$ cat src/rtl/nand_seq_pkg.sv
package nand_seq_pkg;

  // command word fields
  localparam int CW_ADDR      = 19;
  localparam int CW_DIR       = 20;
  localparam int CW_DATA      = 21;
  localparam int CW_CMD1      = 22;
  localparam int CW_WAIT      = 23;
  localparam int CW_CMD2      = 24;
  localparam int CW_NADDR_LSB = 16;
  localparam int CW_NADDR_W   = 3;
  localparam logic [1:0] CW_TYPE_RAW = 2'b00;

  // register word indices
  localparam logic [2:0] RI_CTRL    = 3'd0;
  localparam logic [2:0] RI_STAT    = 3'd1;
  localparam logic [2:0] RI_ADDR_LO = 3'd2;
  localparam logic [2:0] RI_ADDR_HI = 3'd3;
  localparam logic [2:0] RI_CMD     = 3'd4;
  localparam logic [2:0] RI_RCMD    = 3'd5;
  localparam logic [2:0] RI_DATA    = 3'd6;

  localparam int ST_DONE = 1;
  localparam int ST_BUSY = 4;

  typedef enum logic [2:0] {
    PH_IDLE, PH_CMD1, PH_ADDR, PH_CMD2, PH_TWB, PH_RDY, PH_DATA, PH_DONE
  } phase_e;

  typedef struct packed {
    logic [7:0]            op1;
    logic [CW_NADDR_W-1:0] naddr_m1;
    logic                  cmd1;
    logic                  send_addr;
    logic                  cmd2;
    logic                  wait_rdy;
    logic                  data;
    logic                  dir_wr;
  } seq_cfg_t;

endpackage

$ cat src/rtl/nand_seq_regs.sv
module nand_seq_regs
  import nand_seq_pkg::*;
#(
  parameter int RST_CYCLES = 4
) (
  input  logic        clk_i,
  input  logic        rst_ni,
  input  logic        reg_we_i,
  input  logic [2:0]  reg_addr_i,
  input  logic [31:0] reg_wdata_i,
  output logic [31:0] reg_rdata_o,
  input  logic        busy_i,
  input  logic        done_evt_i,
  input  logic        rd_vld_i,
  input  logic [7:0]  rd_byte_i,
  output logic        start_o,
  output seq_cfg_t    cfg_o,
  output logic [63:0] addr_o,
  output logic [7:0]  op2_o,
  output logic [7:0]  wdata_o,
  output logic        soft_rst_o
);
  localparam int RW = $clog2(RST_CYCLES + 1);

  logic          ctrl_en_q;
  logic [RW-1:0] rst_cnt_q;
  logic          done_q;
  logic [31:0]   addr_lo_q, addr_hi_q;
  logic [23:0]   rcmd_q;
  logic [7:0]    data_q;

  logic wr_ctrl, wr_stat, wr_lo, wr_hi, wr_cmd, wr_rcmd, wr_data;
  assign wr_ctrl = reg_we_i && reg_addr_i == RI_CTRL;
  assign wr_stat = reg_we_i && reg_addr_i == RI_STAT;
  assign wr_lo   = reg_we_i && reg_addr_i == RI_ADDR_LO;
  assign wr_hi   = reg_we_i && reg_addr_i == RI_ADDR_HI;
  assign wr_cmd  = reg_we_i && reg_addr_i == RI_CMD;
  assign wr_rcmd = reg_we_i && reg_addr_i == RI_RCMD;
  assign wr_data = reg_we_i && reg_addr_i == RI_DATA;

  assign soft_rst_o = rst_cnt_q != '0;
  assign start_o = wr_cmd && reg_wdata_i[31:30] == CW_TYPE_RAW && ctrl_en_q
                   && !busy_i && !soft_rst_o;

  always_comb begin
    cfg_o.op1       = reg_wdata_i[7:0];
    cfg_o.naddr_m1  = reg_wdata_i[CW_NADDR_LSB +: CW_NADDR_W];
    cfg_o.cmd1      = reg_wdata_i[CW_CMD1];
    cfg_o.send_addr = reg_wdata_i[CW_ADDR];
    cfg_o.cmd2      = reg_wdata_i[CW_CMD2];
    cfg_o.wait_rdy  = reg_wdata_i[CW_WAIT];
    cfg_o.data      = reg_wdata_i[CW_DATA];
    cfg_o.dir_wr    = reg_wdata_i[CW_DIR];
  end

  assign addr_o  = {addr_hi_q, addr_lo_q};
  assign op2_o   = rcmd_q[7:0];
  assign wdata_o = data_q;

  always_ff @(posedge clk_i or negedge rst_ni) begin
    if (!rst_ni) begin
      ctrl_en_q <= 1'b0;
      rst_cnt_q <= '0;
      done_q    <= 1'b0;
      addr_lo_q <= '0;
      addr_hi_q <= '0;
      rcmd_q    <= '0;
      data_q    <= '0;
    end else begin
      if (wr_ctrl) ctrl_en_q <= reg_wdata_i[0];
      if (wr_ctrl && reg_wdata_i[1]) rst_cnt_q <= RW'(RST_CYCLES);
      else if (soft_rst_o)           rst_cnt_q <= rst_cnt_q - 1'b1;
      if (soft_rst_o)                             done_q <= 1'b0;
      else if (done_evt_i)                        done_q <= 1'b1;
      else if (wr_stat && reg_wdata_i[ST_DONE])   done_q <= 1'b0;
      if (wr_lo)   addr_lo_q <= reg_wdata_i;
      if (wr_hi)   addr_hi_q <= reg_wdata_i;
      if (wr_rcmd) rcmd_q    <= reg_wdata_i[23:0];
      if (rd_vld_i)     data_q <= rd_byte_i;
      else if (wr_data) data_q <= reg_wdata_i[7:0];
    end
  end

  always_comb begin
    reg_rdata_o = '0;
    case (reg_addr_i)
      RI_CTRL:    reg_rdata_o = {30'b0, soft_rst_o, ctrl_en_q};
      RI_STAT:    reg_rdata_o = {27'b0, busy_i, 2'b0, done_q, 1'b0};
      RI_ADDR_LO: reg_rdata_o = addr_lo_q;
      RI_ADDR_HI: reg_rdata_o = addr_hi_q;
      RI_RCMD:    reg_rdata_o = {8'b0, rcmd_q};
      RI_DATA:    reg_rdata_o = {24'b0, data_q};
      default:    reg_rdata_o = '0;
    endcase
  end

  AST_DONE_W1C: assert property (@(posedge clk_i) disable iff (!rst_ni)
    (wr_stat && reg_wdata_i[ST_DONE] && !done_evt_i) |=> !done_q);

endmodule

$ cat src/rtl/nand_seq_fsm.sv
module nand_seq_fsm
  import nand_seq_pkg::*;
#(
  parameter int T_LOW  = 2,
  parameter int T_HIGH = 2,
  parameter int T_WB   = 3
) (
  input  logic        clk_i,
  input  logic        rst_ni,
  input  logic        soft_rst_i,
  input  logic        start_i,
  input  seq_cfg_t    cfg_i,
  input  logic [63:0] addr_i,
  input  logic [7:0]  op2_i,
  input  logic [7:0]  wdata_i,
  input  logic        ready_i,
  output logic        busy_o,
  output logic        done_evt_o,
  output logic        rd_vld_o,
  output logic        cmd_latch_o,
  output logic        addr_latch_o,
  output logic        wr_strobe_no,
  output logic        rd_strobe_no,
  output logic [7:0]  io_o,
  output logic        io_oe_o
);
  localparam int TM1   = (T_LOW > T_HIGH) ? T_LOW : T_HIGH;
  localparam int TMAX  = (TM1 > T_WB) ? TM1 : T_WB;
  localparam int CNT_W = $clog2(TMAX + 1);

  typedef struct packed {
    phase_e                ph;
    logic                  low;
    logic [CNT_W-1:0]      cnt;
    logic [CW_NADDR_W-1:0] idx;
  } st_t;

  st_t         st_q, st_d;
  seq_cfg_t    cfg_q;
  logic [63:0] addr_q;
  logic [7:0]  op2_q, wd_q;
  logic        rdy_s1_q, rdy_s2_q;

  // earliest enabled phase after p; later ifs override earlier ones
  function automatic phase_e next_ph(phase_e p, seq_cfg_t c);
    phase_e n = PH_DONE;
    if (p < PH_DATA && c.data)      n = PH_DATA;
    if (p < PH_TWB  && c.wait_rdy)  n = PH_TWB;
    if (p < PH_CMD2 && c.cmd2)      n = PH_CMD2;
    if (p < PH_ADDR && c.send_addr) n = PH_ADDR;
    if (p < PH_CMD1 && c.cmd1)      n = PH_CMD1;
    return n;
  endfunction

  function automatic st_t enter(phase_e t);
    st_t s;
    s.ph  = t;
    s.idx = '0;
    s.low = (t == PH_CMD1) || (t == PH_ADDR) || (t == PH_CMD2) || (t == PH_DATA);
    s.cnt = s.low ? CNT_W'(T_LOW - 1) : (t == PH_TWB) ? CNT_W'(T_WB - 1) : '0;
    return s;
  endfunction

  always_comb begin
    st_d = st_q;
    case (st_q.ph)
      PH_IDLE: if (start_i) st_d = enter(next_ph(PH_IDLE, cfg_i));
      PH_CMD1, PH_ADDR, PH_CMD2, PH_DATA: begin
        if (st_q.cnt != '0) begin
          st_d.cnt = st_q.cnt - 1'b1;
        end else if (st_q.low) begin
          st_d.low = 1'b0;
          st_d.cnt = CNT_W'(T_HIGH - 1);
        end else if (st_q.ph == PH_ADDR && st_q.idx != cfg_q.naddr_m1) begin
          st_d.idx = st_q.idx + 1'b1;
          st_d.low = 1'b1;
          st_d.cnt = CNT_W'(T_LOW - 1);
        end else begin
          st_d = enter(next_ph(st_q.ph, cfg_q));
        end
      end
      PH_TWB:  if (st_q.cnt != '0) st_d.cnt = st_q.cnt - 1'b1;
               else st_d = enter(PH_RDY);
      PH_RDY:  if (rdy_s2_q) st_d = enter(next_ph(PH_RDY, cfg_q));
      default: st_d = enter(PH_IDLE);
    endcase
    if (soft_rst_i) st_d = enter(PH_IDLE);
  end

  always_ff @(posedge clk_i or negedge rst_ni) begin
    if (!rst_ni) begin
      st_q     <= '{ph: PH_IDLE, low: 1'b0, cnt: '0, idx: '0};
      cfg_q    <= '0;
      addr_q   <= '0;
      op2_q    <= '0;
      wd_q     <= '0;
      rdy_s1_q <= 1'b0;
      rdy_s2_q <= 1'b0;
    end else begin
      st_q     <= st_d;
      rdy_s1_q <= ready_i;
      rdy_s2_q <= rdy_s1_q;
      if (st_q.ph == PH_IDLE && start_i) begin
        cfg_q  <= cfg_i;
        addr_q <= addr_i;
        op2_q  <= op2_i;
        wd_q   <= wdata_i;
      end
    end
  end

  logic is_cmd, is_addr, d_wr, d_rd;
  assign is_cmd  = st_q.ph == PH_CMD1 || st_q.ph == PH_CMD2;
  assign is_addr = st_q.ph == PH_ADDR;
  assign d_wr    = st_q.ph == PH_DATA && cfg_q.dir_wr;
  assign d_rd    = st_q.ph == PH_DATA && !cfg_q.dir_wr;

  assign busy_o       = st_q.ph != PH_IDLE;
  assign done_evt_o   = st_q.ph == PH_DONE;
  assign cmd_latch_o  = is_cmd;
  assign addr_latch_o = is_addr;
  assign io_oe_o      = is_cmd || is_addr || d_wr;
  assign wr_strobe_no = !(st_q.low && io_oe_o);
  assign rd_strobe_no = !(st_q.low && d_rd);
  assign rd_vld_o     = d_rd && st_q.low && st_q.cnt == '0;

  always_comb begin
    case (st_q.ph)
      PH_CMD1: io_o = cfg_q.op1;
      PH_ADDR: io_o = addr_q[{st_q.idx, 3'b000} +: 8];
      PH_CMD2: io_o = op2_q;
      PH_DATA: io_o = d_wr ? wd_q : 8'h00;
      default: io_o = 8'h00;
    endcase
  end

  // strobe low-time monitor
  logic             strobe_lo;
  logic [CNT_W:0]   low_run_q;
  assign strobe_lo = !wr_strobe_no || !rd_strobe_no;
  always_ff @(posedge clk_i or negedge rst_ni) begin
    if (!rst_ni)                       low_run_q <= '0;
    else if (!strobe_lo)               low_run_q <= '0;
    else if (low_run_q != '1)          low_run_q <= low_run_q + 1'b1;
  end

  AST_LOW_WIDTH: assert property (@(posedge clk_i) disable iff (!rst_ni)
    (!strobe_lo && $past(strobe_lo) && !$past(soft_rst_i))
      |-> low_run_q == (CNT_W+1)'(T_LOW));

  AST_START_IDLE: assert property (@(posedge clk_i) disable iff (!rst_ni)
    start_i |-> st_q.ph == PH_IDLE);

  AST_READY_SEEN: assert property (@(posedge clk_i) disable iff (!rst_ni)
    ($past(st_q.ph) == PH_RDY && st_q.ph != PH_RDY && !$past(soft_rst_i))
      |-> $past(rdy_s2_q));

  AST_ADDR_COUNT: assert property (@(posedge clk_i) disable iff (!rst_ni)
    ($past(st_q.ph) == PH_ADDR && st_q.ph != PH_ADDR && !$past(soft_rst_i))
      |-> $past(st_q.idx) == $past(cfg_q.naddr_m1));

  AST_LATCH_EXCL: assert property (@(posedge clk_i) disable iff (!rst_ni)
    !wr_strobe_no |-> io_oe_o && !(cmd_latch_o && addr_latch_o));

endmodule

$ cat src/rtl/nand_cmd_seq.sv
module nand_cmd_seq
  import nand_seq_pkg::*;
#(
  parameter int T_LOW      = 2,
  parameter int T_HIGH     = 2,
  parameter int T_WB       = 3,
  parameter int RST_CYCLES = 4
) (
  input  logic        clk_i,
  input  logic        rst_ni,
  input  logic        reg_we_i,
  input  logic [2:0]  reg_addr_i,
  input  logic [31:0] reg_wdata_i,
  output logic [31:0] reg_rdata_o,
  output logic        cmd_latch_o,
  output logic        addr_latch_o,
  output logic        wr_strobe_no,
  output logic        rd_strobe_no,
  output logic [7:0]  io_o,
  output logic        io_oe_o,
  input  logic [7:0]  io_i,
  input  logic        ready_i
);
  logic        busy, done_evt, rd_vld, start, soft_rst;
  seq_cfg_t    cfg;
  logic [63:0] addr;
  logic [7:0]  op2, wdata;

  nand_seq_regs #(.RST_CYCLES(RST_CYCLES)) u_regs (
    .clk_i, .rst_ni, .reg_we_i, .reg_addr_i, .reg_wdata_i, .reg_rdata_o,
    .busy_i(busy), .done_evt_i(done_evt), .rd_vld_i(rd_vld), .rd_byte_i(io_i),
    .start_o(start), .cfg_o(cfg), .addr_o(addr), .op2_o(op2),
    .wdata_o(wdata), .soft_rst_o(soft_rst)
  );

  nand_seq_fsm #(.T_LOW(T_LOW), .T_HIGH(T_HIGH), .T_WB(T_WB)) u_fsm (
    .clk_i, .rst_ni, .soft_rst_i(soft_rst), .start_i(start), .cfg_i(cfg),
    .addr_i(addr), .op2_i(op2), .wdata_i(wdata), .ready_i,
    .busy_o(busy), .done_evt_o(done_evt), .rd_vld_o(rd_vld),
    .cmd_latch_o, .addr_latch_o, .wr_strobe_no, .rd_strobe_no, .io_o, .io_oe_o
  );

endmodule

$ cat config.mk
export PLATFORM = sky130hd
export DESIGN_NAME = nand_cmd_seq
export DESIGN_NICKNAME = d
export VERILOG_FILES = /design/src/rtl/nand_seq_pkg.sv /design/src/rtl/nand_seq_regs.sv /design/src/rtl/nand_seq_fsm.sv /design/src/rtl/nand_cmd_seq.sv
export SDC_FILE = /design/constraint.sdc
export NUM_CORES = 1
export LEC_CHECK = 0
export ABC_CLOCK_PERIOD_IN_PS = 2400
export CAP_MARGIN = 20
export CORE_MARGIN = 10
export CORE_UTILIZATION = 58
export DETAILED_ROUTE_END_ITERATION = 16
export PLACE_DENSITY_LB_ADDON = 0.05
export SLEW_MARGIN = 20
export SYNTH_ARGS = -nofsm -noshare
export SYNTH_HDL_FRONTEND = slang
export SYNTH_SLANG_ARGS = --single-unit
$ cat constraint.sdc
create_clock -name clk_i -period 2.4 [get_ports clk_i]
set_input_delay 0.36 -clock clk_i [delete_from_list [all_inputs] [get_ports clk_i]]
set_output_delay 0.36 -clock clk_i [all_outputs]
set_load 0.02 [all_outputs]
Word-level counts from Yosys, hierarchy flattened

Index checks and enable logic that the tools add are counted.

$add $sub $neg: 3
$lt $le $gt $ge: 5
Eq/ne operators: 35
Shift operators: 1
Mux-type cells: 50
Reductions and logical operators: 57

Operators by type and width:

| kind                                                                  | number |
|---|---|
| 32-bit one-hot mux with 6 select lines                                | 1 |
| 3-bit two-way mux                                                     | 23 |
| 64-bit by 7-bit variable part select with 8-bit output                | 1 |
| 3-bit == test (second input constant)                                 | 13 |
| 9-bit one-hot mux with 4 select lines                                 | 1 |
| 8-bit one-hot mux with 4 select lines                                 | 1 |
| 3-bit by 2-bit == test with 1-bit output (second input constant)      | 10 |
| 9-bit two-way mux                                                     | 3 |
| 1-bit logical AND                                                     | 25 |
| 8-bit two-way mux                                                     | 3 |
| 2-bit two-way mux                                                     | 9 |
| 3-bit by 1-bit == test with 1-bit output (second input constant)      | 5 |
| 1-bit logical OR                                                      | 12 |
| 3-bit != test (second input constant)                                 | 4 |
| 3-bit nonzero test                                                    | 3 |
| 4-bit two-way mux                                                     | 2 |
| 3-bit logical NOT                                                     | 2 |
| 3-bit by 2-bit < comparator with 1-bit output (second input constant) | 2 |
| 3-bit < comparator (second input constant)                            | 2 |
| 1-bit two-way mux                                                     | 6 |
| 6-bit two-way mux                                                     | 1 |
| 3-bit by 2-bit != test with 1-bit output (second input constant)      | 2 |
| 6-bit AND reduction                                                   | 1 |
| 2-bit nonzero test                                                    | 3 |
| 11 further kinds                                                      | 16 |

Bits in registers: 209
Bits of input ports: 47
Output and inout bits: 45
Word-level logic and storage cells: 175

Longest topological paths before layout

Gate-level depths: netlist of run 1.

Depth in word-level cells: 21
Mapped depth: 8
Gate-level depth less buffers: 8

Cells and area by module

From an unflattened synthesis of run 1, not the netlist that was laid out.

Cell total of the unflattened synthesis: 760
Area, all modules: 10179.8 sq um

Modules (own cells, without submodules):

| module        | instances | cells an instance | area each (sq um) | sequential area each (sq um) |
|---|---|---|---|---|
| nand_seq_fsm  | 1         | 383               | 5235.0            | 2702.6 |
| nand_seq_regs | 1         | 377               | 4944.7            | 2527.4 |

Least setup slack after synthesis of run 1

No wires, ideal clock.

Path type: register to output
Start point: register u_fsm.st_q[7] (netlist bit)
End point: output io_o[0]
Arrival: 1851 ps
Required time: 2040 ps
Slack: 189 ps
Stages on the path, launching flop included: 6
Buffers on the path: 3
Path through: dfrtp_1 clkbuf_1 clkbuf_1 buf_1 mux2i_1 o221ai_1

Cells in the longest elaborated chain, start to end: 4
Elaborated cells between the ends (all ways): 7
Classes of those cells: eq/ne: 4; mux: 2; reduce/logical: 1

RTL lines:

| what                                    | line                                     | source |
|---|---|---|
| from (decl)                             | nand_seq_fsm.sv:38                       | `st_t st_q, st_d;` |
| from (signal assigned)                  | nand_seq_fsm.sv:92                       | `st_q <= '{ph: PH_IDLE, low: 1'b0, cnt: '0, idx: '0};` |
| from (signal assigned)                  | nand_seq_fsm.sv:100                      | `st_q <= st_d;` |
| 3-bit == test                           | nand_seq_fsm.sv:115, nand_seq_fsm.sv:128 |  |
| 1-bit logical AND                       | nand_seq_fsm.sv:115                      | `assign d_wr = st_q.ph == PH_DATA && cfg_q.dir_wr;` |
| 8-bit two-way mux                       | nand_seq_fsm.sv:132                      | `PH_DATA: io_o = d_wr ? wd_q : 8'h00;` |
| 8-bit one-hot mux with 4 select lines * | nand_seq_fsm.sv:128                      | `case (st_q.ph)` |
| to (decl)                               | nand_cmd_seq.sv:19                       | `output logic [7:0] io_o,` |

Every way passes the cells marked *; elsewhere a longest branch is shown, timed or not.

Final worst setup path of run 1

Start point: register u_fsm.st_q[0] (netlist bit)
End point: output io_o[0]

Cells in the longest elaborated chain, start to end: 2

RTL lines:

| what                                                   | line                | source |
|---|---|---|
| 64-bit by 7-bit variable part select with 8-bit output | nand_seq_fsm.sv:130 | `PH_ADDR: io_o = addr_q[{st_q.idx, 3'b000} +: 8];` |
| 8-bit one-hot mux with 4 select lines                  | nand_seq_fsm.sv:128 |  |

No other way between the ends.

==> results of run 1 <==
-- final timing paths --
path / cells after the start / start / slack, ns / to
setup / recovery: 6 / u_fsm.st_q[0]$_DFFE_PN0P_ / -0.24 / io_o[0]
max in group asynchronous: 3 / rst_ni / 1.22 / u_regs.addr_lo_q[21]$_DFFE_PN0P_
setup reg to reg: 5 / u_fsm.st_q[6]$_DFFE_PN0P_ / 0.08 / u_fsm.addr_q[32]$_DFFE_PN0P_
hold / removal: 1 / ready_i / 0.31 / u_fsm.rdy_s1_q$_DFF_PN0_
hold reg to reg: 0 / u_fsm.rdy_s1_q$_DFF_PN0_ / 0.35 / u_fsm.rdy_s2_q$_DFF_PN0_
min in group asynchronous: 2 / rst_ni / 0.43 / u_fsm.st_q[5]$_DFFE_PN0P_
-- cell usage in the layout (no fill, tap or decap), types with 4 or more instances in the layout --
cell type / count
clkbuf_1: 4
o21ai_0: 40
nand2b_1: 8
inv_1: 5
buf_6: 5
o221ai_2: 4
a221oi_1: 4
nand4b_1: 4
dfrtp_1: 208
xnor2_1: 4
clkinv_2: 4
mux2_2: 159
nand2_1: 55
nor3_1: 5
buf_2: 6
buf_12: 16
o221ai_1: 4
buf_4: 60
nor2_1: 24
nand3_1: 5
clkdlybuf4s50_1: 44
mux2_4: 30
dlygate4sd2_1: 28
a21oi_1: 13
a31oi_1: 4
clkbuf_16: 23
a22o_1: 6
bufinv_16: 4
mux4_2: 17
mux2i_1: 53
-- power breakdown --
part	switching, mW	internal (mW)
clock network	1.45	2.27
registers	0.427	4.05
logic	1.19	1.20
-- logic make-up (layout without fill, tap and decap cells) --
logic type | after synthesis | after routing
AOI/OAI and AO/OA | 96 | 96
xor gates and xnor gates | 4 | 4
adders and majority gates | 3 | 3
buffers and inverters | 60 | 216
DFF | 209 | 209
muxes | 262 | 262
other | 0 | 1
and+or+nand+nor | 122 | 122
-- layout make-up --
class,count,area share
flip-flops and latches,209,0.4172
multi-input cells,487,0.3626
repair buffers,168,0.1320
clock buffers,29,0.04930
well taps,220,0.02195
clock inverters,12,0.01457
inverters,7,0.002096
diodes,1,0.0001996
-- sequential cells by signal, summed over array words and instances, names as in the netlist --
signal            cells
u_fsm.addr_q         64
u_fsm.cfg_q          17
u_fsm.op2_q           8
u_fsm.rdy_s1_q        1
u_fsm.rdy_s2_q        1
u_fsm.st_q            9
u_fsm.wd_q            8
u_regs.addr_hi_q     32
u_regs.addr_lo_q     32
u_regs.ctrl_en_q      1
u_regs.done_q         1
u_regs.rcmd_q        24
u_regs.rst_cnt_q      3
u_regs.wdata_o        8
-- Yosys cell counts (3+ instances only) --
library cell,n
a21oi_1,14
a221oi_1,4
a22o_1,6
a31oi_1,4
buf_1,6
buf_2,13
buf_6,4
clkbuf_1,30
dfrtp_1,209
ha_1,3
inv_1,7
mux2_2,159
mux2_4,30
mux2i_1,56
mux4_2,17
nand2_1,55
nand2b_1,9
nand3_1,5
nand4b_1,4
nor2_1,26
nor2b_1,4
nor3_1,5
o21ai_0,41
o221ai_1,8
xnor2_1,4
-- stage by stage --
step / power, mW / area (um2)
finish: 10.59 / 12540
global route: 11.05 / 12540
CTS: 10.52 / 12440
detailed placement: 6.758 / 11550
global placement: 6.644 / 11550
floorplan: 5.732 / 9956
-- routing by layer --
layer	vias to the layer above	track usage
met2	196	0.3769
met5	-	0
li1	3049	-
met4	0	0.06112
met1	3561	0.3238
met3	32	0.04564
-- timing repair --
action | in CTS | in global routing
pin swaps | 5 | 6
endpoints found under the hold margin | 68 | 0
cloned | 2 | 0
setup endpoints to repair | 43 | 14
hold buffers | 1 | 0
gates resized for setup | 116 | 16
buffers inserted | 6 | 7
==> results.py, run 1 <==
metrics = {
    "detailed_routing": {
        "vias": 6838,
        "wire_per_inst_um": 23.53,
        "via_per_inst": 6.035,
        "remaining_drc_errors": 0,
        "ant_nets": 0,
        "dr_wl_met3_um": 1465,
        "routed_wirelength_um": 26660,
        "top_layer_used": "met4",
        "wl_met2_um": 12760,
        "met1Wirelength_um": 11800,
        "drtIter0Drc": 420,
        "first_pass_iters": 5,
    },
    "synth": {
        "yosysSeqAreaShare": 0.5253,
        "synth_flop_cell": "dfrtp_1",
        "synth-edff-count": 0,
        "synth_fa_ha_area_frac": 0.003770,
        "synthArstFlopShare": 1.000,
        "synthSimpleGateAreaFrac": 0.05769,
        "yosysWarnings": 0,
        "synth_compound_area_frac": 0.06259,
        "synth_area_leader_cell": "dfrtp_1",
        "synthMuxAreaShare": 0.3198,
        "synth_area_leaders": "dfrtp_1 53%, mux2_2 18%, mux2i_1 5.6%, mux2_4 4.5%, mux4_2 3.8%",
        "ys_types": 53,
        "synth_top_family_by_area": "multiplexers",
        "synth_area_per_cell_um2": 13.17,
        "synth-xor-area-share": 0.003519,
        "synth_nets": 806,
        "synth_top_area_frac": 0.5253,
        "synth_cells": 756,
        "synth_area_mm2": 0.009956,
        "synth_seq_cells": 209,
    },
    "floorplan": {
        "pin_count": 92,
        "initial_utilization": 0.5961,
        "core_mm2": 0.01670,
        "fp.dieArea_mm2": 0.02281,
        "die_h_um": 151.0,
        "die_w_um": 151.0,
        "fp-row-count": 47,
    },
    "clocking": {
        "cts_sinks": 209,
        "cts_tree": "yes",
        "clockBufferDepth": 3,
        "h-tree-depth": 1,
        "cts-root-buf": "clkbuf_16",
        "cts_inserted_buffers": 23,
        "path_clk_slew_ns": 0.06,
        "clk_latency_ns": 0.52,
    },
    "timing": {
        "worst_pin_slew_ns": 0.6121,
        "hold_violations": 0,
        "final-max-slew-violation-count": 0,
        "finClkSkew_ns": 0.01057,
        "fin_tns_setup_ns": -1.425,
        "clock.fmax_mhz": 379.3,
        "rsz0062_at_grt": "true",
        "period_share": 1.099,
        "hold_ws_ns": 0.3143,
        "min_period_ns": 2.637,
        "fin_ws_ns": -0.2366,
        "timing.slew.headroom": 0.5919,
        "setup_viol": 8,
    },
    "placed_design": {
        "hpwl_um": 18070,
        "gp_congestion": 0.8494,
        "io_buffer_count": 91,
        "dp_slack_ns": -0.3327,
        "dp_cells": 1076,
    },
    "critical_path": {
        "worst-path-max-fanout": 5,
        "required_ns": 2.04,
        "slowest_stage": "mux4_2",
        "cp-start-kind": "flip-flop",
        "cp_top_family": "multiplexers",
        "crit_chain": "buf_6, buf_16, mux4_2, mux2i_4, o221ai_1, buf_4",
        "crit_path_end_kind": "output pin",
        "crit_buf_inv": 3,
        "arrival_ns": 2.28,
        "path_class": "flip-flop to output pin",
        "cp_slowest_stage_delay_ns": 0.53,
    },
    "final_layout": {
        "fin_nets": 946,
        "final_util": 0.7507,
        "areaGrowthSynthToFinish_pct": 25.94,
        "fill_cells": 1114,
        "drive_gt1_frac": 0.3914,
        "regArea_mm2": 0.005231,
        "multiInputGateArea_mm2": 0.004547,
        "layoutNonFillerInstCount": 1133,
    },
    "hold_path": {
        "hp-class": "primary input to flip-flop",
    },
    "power": {
        "irDropWorstVdd_mv": 0.6519,
        "power_leakage_nw": 5.931,
        "power_density_mw_per_mm2": 844.7,
    },
    "global_routing": {
        "grt_pass1_wl_um": 41930,
        "grt_pass1_vias": 7266,
        "gr-usage-all-layers": 0.2356,
        "overflow": 0,
        "grt_antenna_before_repair": 0,
        "grt_max_degree": 74,
    },
    "flow_run": {
        "maxCapViolCount": 0,
    },
    "status": {
        "status": "finished, violations left",
        "violations": "negative setup slack",
    },
}
No activity file was read; power rests on OpenSTA's default activity.
==> inputs of run 2 (changes only) <==
--- a/config.mk
+++ b/config.mk
@@ -5,10 +5,10 @@
 export SDC_FILE = /design/constraint.sdc
 export NUM_CORES = 1
 export LEC_CHECK = 0
-export ABC_CLOCK_PERIOD_IN_PS = 2400
+export ABC_CLOCK_PERIOD_IN_PS = 2150
 export CAP_MARGIN = 20
 export CORE_MARGIN = 10
-export CORE_UTILIZATION = 58
+export CORE_UTILIZATION = 52
 export DETAILED_ROUTE_END_ITERATION = 16
 export PLACE_DENSITY_LB_ADDON = 0.05
 export SLEW_MARGIN = 20
==> constraint.sdc (replaced) <==
create_clock -name clk_i -period 2.15 [get_ports clk_i]
set_input_delay 0.3225 -clock clk_i [delete_from_list [all_inputs] [get_ports clk_i]]
set_output_delay 0.3225 -clock clk_i [all_outputs]
set_load 0.02 [all_outputs]
==> run 2 against run 1 <==
The flow still finishes with violations (negative setup slack). First-iteration DRC count shrank 21%. Sequential share of layout area shrank 1.9 points. Highest routed layer unchanged. Clock power is essentially flat. Core utilization shrank 5.0 points. Clock skew shrank 0.0021 ns.
==> results.py, run 2 (synthesis gave the netlist of run 1 again) <==
metrics = {
    "status": {
        "status": "finished, violations left",
        "violations": "negative setup slack",
    },
    "power": {
        "irDropWorstVdd_mv": 0.6391,
        "power_density_mw_per_mm2": 899.8,
        "power_leakage_nw": 6.244,
        "power_mw": 11.84,
    },
    "hold_path": {
        "hp-class": "primary input to flip-flop",
        "min_path_cells": 1,
        "min_to": "u_fsm.rdy_s1_q$_DFF_PN0_",
        "min_from": "ready_i",
    },
    "global_routing": {
        "grt_max_degree": 63,
        "gr-usage-all-layers": 0.2231,
        "grt_antenna_before_repair": 0,
        "overflow": 0,
        "grt_pass1_vias": 7495,
        "grt_pass1_wl_um": 43520,
    },
    "floorplan": {
        "die_h_um": 158.4,
        "fp-row-count": 50,
        "die_w_um": 158.4,
        "initial_utilization": 0.5305,
        "pin_count": 92,
        "core_mm2": 0.01877,
        "fp.dieArea_mm2": 0.02508,
    },
    "critical_path": {
        "crit_path_end_kind": "output pin",
        "rr_worst_depth": 7,
        "path_class": "flip-flop to output pin",
        "arrival_ns": 2.29,
        "worstReg2RegStart": "u_fsm.st_q[8]$_DFFE_PN0P_",
        "cp-start-kind": "flip-flop",
        "r2r_end": "u_fsm.addr_q[57]$_DFFE_PN0P_",
        "required_ns": 1.83,
        "rrSetupSlack_ns": -0.22,
        "worst-path-max-fanout": 4,
    },
    "detailed_routing": {
        "ant_nets": 0,
        "wire_per_inst_um": 23.77,
        "drtIter0Drc": 331,
        "remaining_drc_errors": 0,
        "vias": 7068,
        "first_pass_iters": 5,
        "routed_wirelength_um": 28270,
        "via_per_inst": 5.944,
    },
    "final_layout": {
        "final_util": 0.7009,
        "largest_register": "u_fsm.addr_q",
        "areaGrowthSynthToFinish_pct": 32.12,
        "largest_register_ffs": 64,
        "most-common-layout-cells": "207 x dfrtp_1, 150 x mux2_2, 83 x buf_4",
        "largestRegisters": "u_fsm.addr_q x64, u_regs.addr_hi_q x32, u_regs.addr_lo_q x32",
        "fin_nets": 992,
        "drive_gt1_frac": 0.4534,
        "layout_commonest_cell": "dfrtp_1",
        "antenna_cells": 0,
        "layoutNonFillerInstCount": 1189,
        "fill_cells": 1337,
    },
    "placed_design": {
        "hpwl_um": 18360,
        "gp_congestion": 0.8718,
        "io_buffer_count": 91,
        "dp_cells": 1111,
    },
    "timing": {
        "hold_violations": 0,
        "min_period_ns": 2.616,
        "period_share": 1.217,
        "setup_viol": 82,
        "fin_tns_setup_ns": -11.85,
        "rsz0062_at_grt": "true",
        "fin_ws_ns": -0.4664,
        "timing.slew.headroom": 0.6114,
        "finClkSkew_ns": 0.008487,
        "final-max-slew-violation-count": 0,
        "worst_pin_slew_ns": 0.5830,
        "clock.fmax_mhz": 382.2,
    },
    "flow_run": {
        "maxCapViolCount": 0,
    },
    "clocking": {
        "clk_latency_ns": 0.51,
        "cts_inserted_buffers": 23,
        "cts_sinks": 209,
        "cts_tree": "yes",
        "clockBufferDepth": 3,
        "cts-root-buf": "clkbuf_16",
        "path_clk_slew_ns": 0.06,
        "h-tree-depth": 1,
    },
}
run 2: how the worst max path moves through the flow:
stage,to,cells past startpoint,slack (ns),from
floorplan,io_o[6],5,0.008,u_fsm.st_q[0]$_DFFE_PN0P_
global placement,reg_rdata_o[23],5,-0.46,reg_addr_i[2]
detailed placement,u_fsm.st_q[5]$_DFFE_PN0P_,6,-0.46,reg_addr_i[1]
CTS,io_o[4],6,-0.43,u_fsm.st_q[0]$_DFFE_PN0P_
global route,io_o[2],5,-0.48,u_fsm.st_q[0]$_DFFE_PN0P_
finish,io_o[2],5,-0.47,u_fsm.st_q[0]$_DFFE_PN0P_
run 2: what timing repair did:
| action | CTS | global route |
|---|---|---|
| endpoints found under the hold margin | 58 | 0 |
| resized for setup | 232 | 45 |
| buffers inserted | 24 | 9 |
| endpoints found under the setup margin | 144 | 142 |
| pin swaps | 13 | 16 |
| hold buffers | 1 | 0 |
| cloned | 14 | 2 |
run 2: final cells by class:
| class | instances | area (um2) | share of cell area |
|---|---|---|---|
| well taps | 234 | 292.8 | 0.02226 |
| flip-flops and latches | 209 | 5233 | 0.3978 |
| repair buffers | 213 | 2232 | 0.1697 |
| inverters | 7 | 26.28 | 0.001998 |
| clock buffers | 36 | 684.4 | 0.05203 |
| multi-input cells | 488 | 4672 | 0.3552 |
| clock inverters | 2 | 13.76 | 0.001046 |
run 2: power by group:
group,total [mW],switching (mW),internal (mW)
clock network,3.69,1.52,2.17
registers,5.02,0.500,4.52
logic,3.12,1.46,1.67
run 2: per-stage QoR:
step                      hold slack [ns]  setup slack (ns)  cell area [um2]
final                              0.2621           -0.4664            13150
after global routing               0.2654           -0.4844            13150
after CTS                          0.2613           -0.4316            13080
after detailed placement           0.3556           -0.4635            11740
after global placement             0.3462           -0.4589            11740
after floorplan                   0.02691          0.008316             9957
run 2: critical path: stages, from the launching register on:
cell and delay (ns):
dfrtp_2 0.47, clkbuf_16 0.19, mux4_2 0.54, mux2i_4 0.25
o221ai_2 0.15, buf_4 0.18
run 2: routing by layer:
| layer | global-route usage | share of wire | wire length, um | vias up |
|---|---|---|---|---|
| met2 | 0.3694 | 0.49 | 13990 | 209 |
| met5 | 0 | 0 | 0 | - |
| met4 | 0.05514 | 0.018 | 506 | 0 |
| li1 | - | - | - | 3147 |
| met3 | 0.03643 | 0.047 | 1315 | 40 |
| met1 | 0.3000 | 0.44 | 12460 | 3672 |
==> inputs of run 3 (changes only) <==
--- a/config.mk
+++ b/config.mk
@@ -5,10 +5,10 @@
 export SDC_FILE = /design/constraint.sdc
 export NUM_CORES = 1
 export LEC_CHECK = 0
-export ABC_CLOCK_PERIOD_IN_PS = 2150
+export ABC_CLOCK_PERIOD_IN_PS = 2900
 export CAP_MARGIN = 20
 export CORE_MARGIN = 10
-export CORE_UTILIZATION = 52
+export CORE_UTILIZATION = 58
 export DETAILED_ROUTE_END_ITERATION = 16
 export PLACE_DENSITY_LB_ADDON = 0.05
 export SLEW_MARGIN = 20
==> constraint.sdc (replaced) <==
create_clock -name clk_i -period 2.9 [get_ports clk_i]
set_input_delay 0.435 -clock clk_i [delete_from_list [all_inputs] [get_ports clk_i]]
set_output_delay 0.435 -clock clk_i [all_outputs]
set_load 0.02 [all_outputs]
==> run 3 against run 2 <==
The run now ends clean. Worst setup slack better by 0.51 ns. Clock skew up 0.0034 ns. Via count shrank 6.2%. Wire length is 11% lower. Critical path depth unchanged. Sequential share of layout area up 3.0 points. Flip-flop and latch count did not move. Hold slack improved by 0.11 ns. Largest power group unchanged.
==> results.py, run 3 (synthesis gave the netlist of run 1 again) <==
metrics = {
    "timing": {
        "fin_ws_ns": 0.04755,
        "timing.slew.headroom": 0.5577,
        "min_period_ns": 2.852,
        "setup_viol": 0,
        "worst_pin_slew_ns": 0.6600,
        "clock.fmax_mhz": 350.6,
        "fin_tns_setup_ns": 0,
        "period_share": 0.9836,
        "hold_violations": 0,
        "finClkSkew_ns": 0.01189,
        "rsz0062_at_grt": "false",
        "hold_ws_ns": 0.3695,
        "final-max-slew-violation-count": 0,
    },
    "clocking": {
        "cts-root-buf": "clkbuf_16",
        "cts_inserted_buffers": 23,
        "clockBufferDepth": 3,
        "cts_tree": "yes",
        "h-tree-depth": 1,
        "cts_sinks": 209,
        "clk_latency_ns": 0.52,
        "path_clk_slew_ns": 0.06,
    },
    "critical_path": {
        "rrSetupSlack_ns": 0.57,
        "required_ns": 2.47,
        "worst-path-max-fanout": 8,
        "path_class": "flip-flop to output pin",
        "cp-start-kind": "flip-flop",
        "arrival_ns": 2.42,
        "crit_path_end_kind": "output pin",
    },
    "detailed_routing": {
        "first_pass_iters": 5,
        "wire_per_inst_um": 22.97,
        "routed_wirelength_um": 25190,
        "vias": 6632,
        "drtIter0Drc": 371,
        "via_per_inst": 6.046,
        "remaining_drc_errors": 0,
        "ant_nets": 0,
    },
    "flow_run": {
        "maxCapViolCount": 0,
    },
    "power": {
        "irDropWorstVdd_mv": 0.4921,
        "power_leakage_nw": 5.726,
        "power_density_mw_per_mm2": 697.4,
        "power_mw": 8.541,
    },
    "global_routing": {
        "grt_max_degree": 81,
        "grt_pass1_wl_um": 39360,
        "grt_pass1_vias": 6949,
        "grt_antenna_before_repair": 0,
        "gr-usage-all-layers": 0.2207,
        "overflow": 0,
    },
    "floorplan": {
        "die_w_um": 151.0,
        "initial_utilization": 0.5961,
        "die_h_um": 151.0,
        "pin_count": 92,
        "fp-row-count": 47,
        "core_mm2": 0.01670,
        "fp.dieArea_mm2": 0.02281,
    },
    "final_layout": {
        "fill_cells": 1115,
        "largest_register_ffs": 64,
        "antenna_cells": 0,
        "layout_commonest_cell": "dfrtp_1",
        "most-common-layout-cells": "206 x dfrtp_1, 159 x mux2_2, 74 x clkdlybuf4s50_1",
        "largestRegisters": "u_fsm.addr_q x64, u_regs.addr_hi_q x32, u_regs.addr_lo_q x32",
        "drive_gt1_frac": 0.3466,
        "areaGrowthSynthToFinish_pct": 23.02,
        "largest_register": "u_fsm.addr_q",
        "fin_nets": 910,
    },
    "placed_design": {
        "gp_congestion": 0.8554,
        "hpwl_um": 17320,
        "dp_slack_ns": 0.09591,
        "io_buffer_count": 91,
    },
    "hold_path": {
        "hp-class": "primary input to flip-flop",
    },
    "status": {
        "status": "complete, no violations",
    },
}
[run 3: cell types whose count changed in the layout (fill, tap and decap cells not counted), moves of 7 or more]
cell             before  now
buf_4                83   29
clkdlybuf4s50_1      40   74
buf_16                7    0
mux2_2              150  159
buf_6                21    0
buf_12               19   10
mux2_4               39   30
buf_2                14    1
clkdlybuf4s15_2       7    0
[run 3: metrics by stage]
step | area [um2] | utilization | cells
2_1_floorplan | 9956 | - | 756
3_3_place_gp | 11300 | 0.6767 | 1050
3_5_place_dp | 11300 | 0.6767 | 1050
4_1_cts | 12160 | 0.7281 | 1093
5_1_grt | 12250 | 0.7334 | 1097
6_report | 12250 | 0.7334 | 1097
[run 3: final timing paths]
| path | depth (start not counted) | to | start |
|---|---|---|---|
| hold reg to reg | 0 | u_fsm.rdy_s2_q$_DFF_PN0_ | u_fsm.rdy_s1_q$_DFF_PN0_ |
| hold / removal | 1 | u_fsm.rdy_s1_q$_DFF_PN0_ | ready_i |
| setup / recovery | 5 | io_o[5] | u_fsm.st_q[0]$_DFFE_PN0P_ |
| max in group asynchronous | 3 | u_fsm.addr_q[17]$_DFFE_PN0P_ | rst_ni |
| min in group asynchronous | 2 | u_fsm.st_q[5]$_DFFE_PN0P_ | rst_ni |
| setup reg to reg | 5 | u_fsm.addr_q[31]$_DFFE_PN0P_ | u_fsm.st_q[6]$_DFFE_PN0P_ |
[run 3: layer usage]
| layer | global-route usage | share of wire |
|---|---|---|
| met5 | 0 | 0 |
| met3 | 0.04415 | 0.061 |
| met4 | 0.05582 | 0.019 |
| met1 | 0.2961 | 0.44 |
| met2 | 0.3613 | 0.48 |
[run 3: area by class of cell]
| type | count | area [um2] | area share |
|---|---|---|---|
| flip-flops and latches | 209 | 5234 | 0.4273 |
| inverters | 7 | 26.28 | 0.002145 |
| clock buffers | 31 | 655.6 | 0.05353 |
| clock inverters | 11 | 153.9 | 0.01257 |
| repair buffers | 132 | 1365 | 0.1115 |
| multi-input cells | 487 | 4538 | 0.3705 |
| well taps | 220 | 275.3 | 0.02247 |
[run 3: worst max-delay path, cell delays in order (launching register included)]
cell	delay [ns]
dfrtp_2	0.44
clkbuf_16	0.20
mux4_2	0.52
mux2i_4	0.22
o221ai_1	0.17
dlygate4sd2_1	0.34
[run 3: power breakdown]
group          leakage [nW]  internal (mW)  switching, mW  total [mW]
Clock                 0.396           1.87           1.20        3.07
Sequential             2.71           3.35          0.360        3.71
Combinational          2.62          0.881          0.877        1.76
[run 3: what timing repair did]
action	CTS	global route
gates cloned	0	1
hold endpoints to repair	72	0
buffers inserted	0	3
hold buffers	1	0
resized for setup	20	16
setup endpoints to repair	10	13
